`src/rtl/dma2d_pkg.sv`:
```
package dma2d_pkg;
  localparam int WORD_AW = 32;
  localparam int CTRL_W  = 6;

  // bit 5 direction, bit 4 burst, bits 3:0 channel
  typedef struct packed {
    logic       dir_m2d;
    logic       burst4;
    logic [3:0] chan;
  } chan_ctrl_t;

  function automatic chan_ctrl_t decode_ctrl(input logic [CTRL_W-1:0] raw);
    return chan_ctrl_t'(raw);
  endfunction

  // ring size in words: pitch times number of lines
  function automatic logic [WORD_AW-1:0] ring_words(input logic [WORD_AW-1:0] pitch,
                                                    input logic [WORD_AW-1:0] lines_m1);
    return pitch * (lines_m1 + 1);
  endfunction

  function automatic logic [WORD_AW-1:0] ring_half(input logic [WORD_AW-1:0] total);
    return total >> 1;
  endfunction
endpackage

```
`src/rtl/dma2d_line_walker.sv`:
```
module dma2d_line_walker
  import dma2d_pkg::*;
#(
  parameter int LEN_W   = 16,
  parameter int PITCH_W = 16,
  parameter int CNT_W   = 16
) (
  input  logic               clk,
  input  logic               rst_n,
  input  logic               load,
  input  logic [WORD_AW-1:0] start_addr,
  input  logic [LEN_W-1:0]   len,
  input  logic [PITCH_W-1:0] pitch,
  input  logic [CNT_W-1:0]   lines_m1,
  input  logic               step,
  output logic [WORD_AW-1:0] addr,
  output logic               last_word
);
  logic [LEN_W-1:0]   col_q;
  logic [CNT_W-1:0]   row_q;
  logic [WORD_AW-1:0] base_q;
  logic [WORD_AW-1:0] addr_q;
  logic               line_end;

  assign line_end  = (col_q == LEN_W'(len - 1'b1));
  assign last_word = line_end && (row_q == lines_m1);
  assign addr      = addr_q;

  always_ff @(posedge clk or negedge rst_n) begin
    if (!rst_n) begin
      col_q  <= '0;
      row_q  <= '0;
      base_q <= '0;
      addr_q <= '0;
    end else if (load) begin
      col_q  <= '0;
      row_q  <= '0;
      base_q <= start_addr;
      addr_q <= start_addr;
    end else if (step) begin
      if (last_word) begin
        addr_q <= addr_q + 1'b1;
      end else if (line_end) begin
        col_q  <= '0;
        row_q  <= row_q + 1'b1;
        base_q <= base_q + WORD_AW'(pitch);
        addr_q <= base_q + WORD_AW'(pitch);
      end else begin
        col_q  <= col_q + 1'b1;
        addr_q <= addr_q + 1'b1;
      end
    end
  end
endmodule

```
`src/rtl/dma2d_ring_walker.sv`:
```
module dma2d_ring_walker
  import dma2d_pkg::*;
(
  input  logic               clk,
  input  logic               rst_n,
  input  logic               load,
  input  logic [WORD_AW-1:0] start_addr,
  input  logic [WORD_AW-1:0] total,
  input  logic               step,
  output logic [WORD_AW-1:0] addr,
  output logic               hit_half,
  output logic               hit_lap
);
  logic [WORD_AW-1:0] base_q;
  logic [WORD_AW-1:0] off_q;
  logic [WORD_AW-1:0] off_nx;

  assign off_nx   = off_q + 1'b1;
  assign hit_half = step && (off_nx == ring_half(total));
  assign hit_lap  = step && (off_nx == total);
  assign addr     = base_q + off_q;

  always_ff @(posedge clk or negedge rst_n) begin
    if (!rst_n) begin
      base_q <= '0;
      off_q  <= '0;
    end else if (load) begin
      base_q <= start_addr;
      off_q  <= '0;
    end else if (step) begin
      off_q <= hit_lap ? '0 : off_nx;
    end
  end
endmodule

```
`src/rtl/dma2d_addr_gen.sv`:
```
module dma2d_addr_gen
  import dma2d_pkg::*;
#(
  parameter int LEN_W   = 16,
  parameter int PITCH_W = 16,
  parameter int CNT_W   = 16
) (
  input  logic               clk,
  input  logic               rst_n,
  input  logic [LEN_W-1:0]   cfg_len,
  input  logic [PITCH_W-1:0] cfg_pitch,
  input  logic [CNT_W-1:0]   cfg_lines,
  input  logic [5:0]         cfg_ctrl,
  input  logic               addr_wr,
  input  logic [31:0]        addr_wdata,
  input  logic               loop_en,
  input  logic               stop,
  input  logic               xfer_ack,
  output logic [31:0]        cur_addr,
  output logic               busy,
  output logic [3:0]         chan_id,
  output logic               burst4,
  output logic               dir_m2d,
  output logic               irq_done,
  output logic               irq_half,
  output logic               irq_lap
);
  logic [LEN_W-1:0]   len_q;
  logic [PITCH_W-1:0] pitch_q;
  logic [CNT_W-1:0]   lines_q;
  chan_ctrl_t         ctrl_q;
  logic               busy_q;
  logic               loop_mode;
  logic               done_q, half_q, lap_q;

  // named internal events
  logic               accept;
  logic               step_line;
  logic               step_ring;
  logic               line_last;
  logic               ring_half_ev;
  logic               ring_lap_ev;
  logic [WORD_AW-1:0] line_addr;
  logic [WORD_AW-1:0] ring_addr;
  logic [WORD_AW-1:0] ring_total;

  assign accept     = busy_q && xfer_ack && !stop && !addr_wr;
  assign step_line  = accept && !loop_mode;
  assign step_ring  = accept && loop_mode && loop_en;
  assign ring_total = ring_words(WORD_AW'(pitch_q), WORD_AW'(lines_q));

  dma2d_line_walker #(
    .LEN_W  (LEN_W),
    .PITCH_W(PITCH_W),
    .CNT_W  (CNT_W)
  ) u_line (
    .clk       (clk),
    .rst_n     (rst_n),
    .load      (addr_wr),
    .start_addr(addr_wdata),
    .len       (len_q),
    .pitch     (pitch_q),
    .lines_m1  (lines_q),
    .step      (step_line),
    .addr      (line_addr),
    .last_word (line_last)
  );

  dma2d_ring_walker u_ring (
    .clk       (clk),
    .rst_n     (rst_n),
    .load      (addr_wr),
    .start_addr(addr_wdata),
    .total     (ring_total),
    .step      (step_ring),
    .addr      (ring_addr),
    .hit_half  (ring_half_ev),
    .hit_lap   (ring_lap_ev)
  );

  always_ff @(posedge clk or negedge rst_n) begin
    if (!rst_n) begin
      len_q     <= '0;
      pitch_q   <= '0;
      lines_q   <= '0;
      ctrl_q    <= '0;
      busy_q    <= 1'b0;
      loop_mode <= 1'b0;
      done_q    <= 1'b0;
      half_q    <= 1'b0;
      lap_q     <= 1'b0;
    end else begin
      done_q <= 1'b0;
      half_q <= ring_half_ev;
      lap_q  <= ring_lap_ev;
      if (addr_wr) begin
        len_q     <= cfg_len;
        pitch_q   <= cfg_pitch;
        lines_q   <= cfg_lines;
        ctrl_q    <= decode_ctrl(cfg_ctrl);
        busy_q    <= 1'b1;
        loop_mode <= (cfg_len == '0);
      end else if (stop) begin
        busy_q <= 1'b0;
      end else if (step_line && line_last) begin
        busy_q <= 1'b0;
        done_q <= 1'b1;
      end
    end
  end

  assign cur_addr = loop_mode ? ring_addr : line_addr;
  assign busy     = busy_q;
  assign chan_id  = ctrl_q.chan;
  assign burst4   = ctrl_q.burst4;
  assign dir_m2d  = ctrl_q.dir_m2d;
  assign irq_done = done_q;
  assign irq_half = half_q;
  assign irq_lap  = lap_q;
endmodule

```
`config.mk`:
```
export PLATFORM = sky130hd
export DESIGN_NAME = dma2d_addr_gen
export DESIGN_NICKNAME = d
export VERILOG_FILES = /design/src/rtl/dma2d_pkg.sv /design/src/rtl/dma2d_line_walker.sv /design/src/rtl/dma2d_ring_walker.sv /design/src/rtl/dma2d_addr_gen.sv
export SDC_FILE = /design/constraint.sdc
export NUM_CORES = 1
export LEC_CHECK = 0
export CELL_PAD_IN_SITES_DETAIL_PLACEMENT = 0
export CELL_PAD_IN_SITES_GLOBAL_PLACEMENT = 1
export CORE_ASPECT_RATIO = 0.9
export CORE_MARGIN = 2
export CORE_UTILIZATION = 43
export CTS_CLUSTER_DIAMETER = 60
export DETAILED_ROUTE_END_ITERATION = 7
export GPL_TIMING_DRIVEN = 0
export PLACE_DENSITY = 0.74
export SYNTH_ARGS = -nofsm -noshare
export SYNTH_HDL_FRONTEND = slang
export SYNTH_SLANG_ARGS = --single-unit
```
`constraint.sdc`:
```
create_clock -name clk -period 25 [get_ports clk]
set_input_delay 5 -clock clk [delete_from_list [all_inputs] [get_ports clk]]
set_output_delay 5 -clock clk [all_outputs]
set_load 0.005 [all_outputs]
```
Yosys cells after proc, flatten, opt, wreduce, memory -nomap -nowiden:

Cells that the tools add are included.

* reductions and logical operators: 20
* $mul: 1
* $add $sub $neg: 8
* mux-type cells: 26
* eq/ne operators: 5

Operators with widths (count)
* $mux 32: 12
* $mux 16: 8
* $add 32x1->32 const B: 2
* $add 16x1->16 const B: 2
* $add 32x16->32: 1
* $add 32x32->32: 1
* $eq 16x16->1: 2
* $eq 32x31->1: 1
* $eq 32x32->1: 1
* $mul 16x17->32: 1
* $add 16x1->17 const B: 1
* $logic_not 16->1: 1
* $sub 16x1->16 const B: 1
* $logic_and 1x1->1: 10
* $mux 1: 6
* $reduce_bool 2->1: 3
* $logic_not 1->1: 3
* $reduce_and 3->1: 1
* $reduce_bool 3->1: 1
* $ne 2x2->1 const B: 1
* $reduce_and 2->1: 1

* logic and storage cells: 77
* output and inout port bits: 42
* register bits after elaboration: 219
* input bits: 92

Longest topological paths before layout:

* depth in word-level cells: 9
* gate-level depth with buffers: 32
* depth with buffers taken out: 30

By module:

A second synthesis with hierarchy kept.

* cells, all modules: 2887
* area total of the unflattened synthesis: 25822.3 µm²

Modules (own cells, without submodules)
* dma2d_addr_gen: instances 1, cells an instance 1241, area each 11903.9 µm², seq. area each 1476.4 µm²
* dma2d_line_walker: instances 1, cells an instance 893, area each 7435.9 µm², seq. area each 2402.3 µm²
* dma2d_ring_walker: instances 1, cells an instance 753, area each 6482.5 µm², seq. area each 1601.5 µm²

Least setup slack after synthesis:

OpenSTA, ideal clock, no wires.

* path kind: register to register
* start: register lines_q[2]
* end: register u_ring.off_q[1]
* slack: 16.842 ns
* library setup time: 0.122 ns
* arrival time: 8.036 ns
* cell stages (with the launch flop): 30
* clock period less this slack: 8.158 ns
* cells stage by stage: dfrtp_1 and3_1 and3_1 and3_1 nand3_1 xnor2_1 clkbuf_1 nand2_1 fa_1 fa_1 fa_1 inv_1 fa_1 inv_1 fa_1 fa_1 inv_1 ha_1 clkbuf_1 o21ai_0 o21bai_1 a31o_2 and2_0 o41ai_1 xor2_1 xnor2_1 or4b_1 or4_1 buf_2 a32o_1

* cells in the longest elaborated chain, start to end: 7

RTL lines
* start: declaration: RTL line dma2d_addr_gen.sv:30 `logic [CNT_W-1:0] lines_q;`
* start signal: assignment: RTL line dma2d_addr_gen.sv:99 `lines_q <= cfg_lines;`
* $add 16x1->17: RTL line dma2d_pkg.sv:19 `return pitch * (lines_m1 + 1);`
* $mul 16x17->32: RTL line dma2d_pkg.sv:19
* $eq 32x32->1: RTL line dma2d_ring_walker.sv:20 `assign hit_lap = step && (off_nx == total);`
* $logic_and 1x1->1: RTL line dma2d_ring_walker.sv:20
* $mux 32: RTL line dma2d_ring_walker.sv:31 `off_q <= hit_lap ? '0 : off_nx;`
* $mux 32: RTL line dma2d_ring_walker.sv:30 `end else if (step) begin`
* $mux 32: RTL line dma2d_ring_walker.sv:27 `end else if (load) begin`
* end signal: assignment: RTL line dma2d_ring_walker.sv:31
* end: declaration: RTL line dma2d_ring_walker.sv:15 `logic [WORD_AW-1:0] off_q;`

No other way between the ends. The select of a mux whose other input is x is not followed.
A chain may end at the register's enable or synchronous reset.

Worst setup path in the final report:

* start: register lines_q[0]
* end: register u_ring.off_q[10]

* cells in the longest elaborated chain, start to end: 7

RTL lines
* $add 16x1->17: RTL line dma2d_pkg.sv:19
* $mul 16x17->32: RTL line dma2d_pkg.sv:19
* $eq 32x32->1: RTL line dma2d_ring_walker.sv:20
* $logic_and 1x1->1: RTL line dma2d_ring_walker.sv:20
* net ring_lap_ev: RTL line dma2d_addr_gen.sv:42 `logic ring_lap_ev;`
* $mux 32: RTL line dma2d_ring_walker.sv:31
* $mux 32: RTL line dma2d_ring_walker.sv:30
* $mux 32: RTL line dma2d_ring_walker.sv:27

The timed path passes the listed nets, and every way through them passes these cells. The select of a mux whose other input is x is not followed.

==> results.py <==
metrics = {
    "finish": {
        "final_net_count": 3372,
        "final_layout_size_suffix_gt1_share_pct": 7.218,
        "growth_of_design_area_from_synthesis_to_finish_pct": 13.72,
    },
    "setup_path": {
        "r2r.worst_path.cells": 27,
        "r2r-end": "u_ring.off_q[10]",
        "worst-setup-path-type": "reg2reg",
        "timing.critical_path.to_type": "flop",
        "cp-startpoint": "lines_q[0]",
        "peak_fanout_along_the_critical_path": 10,
        "cp_data_arrival_time_ns": 10.62,
        "worst-endpoint-required_ns": 25.42,
        "timing.critical_path.to": "u_ring.off_q[10]",
        "worst_reg2reg_setup_slack_ns": 14.80,
        "critical_path.startpoint_type": "flop",
        "rr_startpoint": "lines_q[0]",
    },
    "die": {
        "num_ports": 134,
        "initial_core_util_pct": 43.64,
        "floorplan.die.height_um": 229.8,
        "floorplan.core_area_um2": 55810,
        "floorplan_die_area_um2": 58560,
        "die-width_um": 254.9,
        "fp-row-count": 82,
    },
    "routing": {
        "wl_per_cell_um": 21.81,
        "drt-total-wl_um": 80570,
        "drc": 0,
        "drt_pass1_iterations": 5,
        "violation_count_after_the_first_detailed_routing_iteration": 1517,
        "detail_route.vias_per_cell": 5.619,
        "antenna_violating_nets_post_route": 0,
        "dr_total_vias": 20760,
    },
    "cts": {
        "cts-buffers-inserted": 30,
        "worst_skew_late_latency_ns": 0.59,
        "hold_buffers": 0,
        "clock_pin_slew_on_the_worst_setup_and_hold_paths_ns": 0.06,
        "cts-resized-gates": 0,
        "ctsHtreeMaxLevel": 1,
        "max-clock-path-buffers": 3,
        "cts_tree": "done",
        "clock_sinks": 219,
        "post_cts_setup_buffer_count": 0,
        "root_buffer": "clkbuf_16",
    },
    "run_status": {
        "status": "finished clean",
    },
    "job": {
        "maxCapViolations": 0,
    },
    "synthesis": {
        "synth_ff_type": "dfrtp_1",
        "synthesis.instances": 2751,
        "synth_seq_area_share_pct": 22.50,
        "synth_fp_nets": 3206,
        "yosys_warnings": 0,
        "netlist_area_um2": 24360,
        "synth.avg_cell_area_um2": 8.853,
        "async_reset_ff_share_pct": 100.0,
        "synth-seq-cells": 219,
        "synth_edf_count": 0,
        "synth.distinct_cells": 100,
    },
    "grt": {
        "grt_antenna_before_repair": 2,
        "grt.total_usage_pct": 27.74,
        "grt_pass1_wl_um": 124500,
        "grt_pass1_vias": 21180,
        "grt_max_degree": 117,
        "grt_overflow": 0,
    },
    "min_path": {
        "min-delay-path-class": "reg2reg",
    },
    "timing": {
        "final-setup-viol-count": 0,
        "timing.final.hold_violations": 0,
        "slew_violations": 0,
        "finalCritPeriodShare_pct": 40.81,
        "fmaxAchievable_ghz": 0.09802,
        "setup_tns_ns": 0,
        "timing.slew.headroom_pct": 25.62,
        "skew_ns": 0.03419,
        "layout_min_cycle_time_ns": 10.20,
        "timing_worst_slew_pin_value_ns": 1.116,
        "setup_repair_after_global_routing_missed_its_margin": "false",
    },
    "placement": {
        "portBuffers": 133,
        "place.detailed.hpwl_um": 65310,
        "gp_congestion": 0.9511,
    },
}
[per-layer routing]
layer | track usage (%) | wire length (µm)
met3 | 2.728 | 4236
met1 | 38.22 | 35550
met5 | 0 | 0
met4 | 8.882 | 2885
met2 | 45.81 | 37900
[kinds of logic after synthesis]
group	synth area share (%)
AOI/OAI and AO/OA	12.42
muxes	4.264
adders and majority gates	25.09
DFF	22.50
buffers and inverters	6.062
and+or+nand+nor	19.23
xor gates and xnor gates	10.43
[per-stage QoR]
step | cell area, µm² | hold slack, ns | utilization [%] | worst slack [ns] | std cells
4_1_cts | 27690 | 0.5108 | 49.62 | 14.72 | 3693
3_3_place_gp | 26630 | 0.4893 | 47.72 | 9.155 | 3640
5_1_grt | 27700 | 0.5356 | 49.62 | 14.19 | 3694
2_1_floorplan | 24360 | 0.4849 | - | 16.84 | 2751
6_report | 27700 | 0.5090 | 49.63 | 14.80 | 3695
3_5_place_dp | 26670 | 0.4969 | 47.78 | 14.83 | 3641
[flip-flops by register name, summed over array words and instances, names as in the netlist, 4 cells and up]
name / count
u_line.base_q: 32
u_line.row_q: 16
len_q: 16
u_line.col_q: 16
u_line.addr: 32
lines_q: 16
pitch_q: 16
u_ring.off_q: 32
chan_id: 4
u_ring.base_q: 32
[cell usage after synthesis (5+ instances only)]
library cell,number,area [µm²]
a21oi_1,96,480.5
or3_1,17,106.4
mux2i_1,16,160.2
or4_1,6,45.04
nand4_1,44,275.3
and3_1,42,262.8
nand2b_1,20,125.1
and2_1,77,481.7
nor3b_1,6,45.04
nand3_1,72,360.4
nor3_2,6,60.06
o21a_1,13,97.59
xor2_1,129,1130
nor4_1,19,118.9
or2_2,10,62.56
a2111oi_0,5,43.79
buf_2,23,115.1
o31ai_1,15,112.6
o21bai_1,10,75.07
nand2_1,366,1374
nor2_1,135,506.7
o21ai_0,175,875.8
mux2_2,76,855.8
o211ai_1,8,60.06
o21ai_1,11,55.05
o22ai_1,7,43.79
xnor2_1,145,1270
a32o_1,7,70.07
nor3_1,52,260.3
a21o_1,34,255.2
clkbuf_1,104,390.4
dfrtp_1,219,5480
a211oi_1,12,90.09
fa_1,209,4184
o2111ai_1,5,43.79
nor4_2,6,75.07
nor2b_1,20,125.1
and4_1,10,87.58
a31oi_1,15,93.84
a22oi_1,5,37.54
ha_1,154,1927
inv_1,239,897.1
[worst max-delay path: stages, from the launching register on]
cell,delay (ns)
dfrtp_1,0.52
clkbuf_1,0.55
and3_1,0.33
nand3_1,0.15
nor2_1,0.16
xor2_1,0.45
clkbuf_1,0.54
nand2_1,0.17
fa_1,0.53
fa_1,0.58
fa_1,0.46
fa_1,0.63
fa_1,0.45
fa_1,0.55
inv_1,0.06
ha_1,0.41
nand2_1,0.14
o21ai_1,0.27
o2111ai_1,0.31
o21ai_1,0.49
a221oi_1,0.18
xnor2_1,0.38
xnor2_1,0.17
nor4_1,0.43
nand4_2,0.25
nor3_2,0.44
buf_2,0.32
nor3_1,0.10
[final cells by class]
class / instances / area (µm²)
Fill cell: 5403 / 28120
Multi-Input combinational cell: 2155 / 17400
Sequential cell: 219 / 5480
Timing Repair Buffer: 134 / 1364
Tap cell: 756 / 945.9
Inverter: 240 / 900.9
Clock buffer: 38 / 830.8
Buffer: 137 / 575.6
Clock inverter: 14 / 196.4
Antenna cell: 2 / 5.005
[cells in the final DEF, fill, tap and decap left out, types with 8 or more instances in the layout]
cell	netlist	final
nand2_1	366	366
inv_1	239	239
dfrtp_1	219	219
fa_1	209	209
o21ai_0	175	175
ha_1	154	154
xnor2_1	145	145
nor2_1	135	135
clkdlybuf4s50_1	0	132
xor2_1	129	129
clkbuf_1	104	107
a21oi_1	96	96
and2_1	77	77
mux2_2	76	76
nand3_1	72	72
nor3_1	52	52
nand4_1	44	44
and3_1	42	42
a21o_1	34	34
clkbuf_16	0	30
buf_2	23	23
nor2b_1	20	20
nand2b_1	20	20
nor4_1	19	19
or3_1	17	17
mux2i_1	16	16
a31oi_1	15	15
o31ai_1	15	15
o21a_1	13	13
a211oi_1	12	12
o21ai_1	11	11
and4_1	10	10
o21bai_1	10	10
or2_2	10	10
o211ai_1	8	8
[worst min path at each step]
| stage | start | endpoint | depth (start not counted) |
|---|---|---|---|
| global route | chan_id[3] | chan_id[3] | 1 |
| detailed placement | chan_id[3] | chan_id[3] | 1 |
| CTS | chan_id[3] | chan_id[3] | 1 |
| finish | chan_id[3] | chan_id[3] | 1 |
| floorplan | u_ring.base_q[14] | u_ring.base_q[14] | 1 |
| global placement | dir_m2d | dir_m2d | 1 |
Power is not shown: default switching activity piles up to over one toggle a cycle in this logic, so the estimate is an artifact.
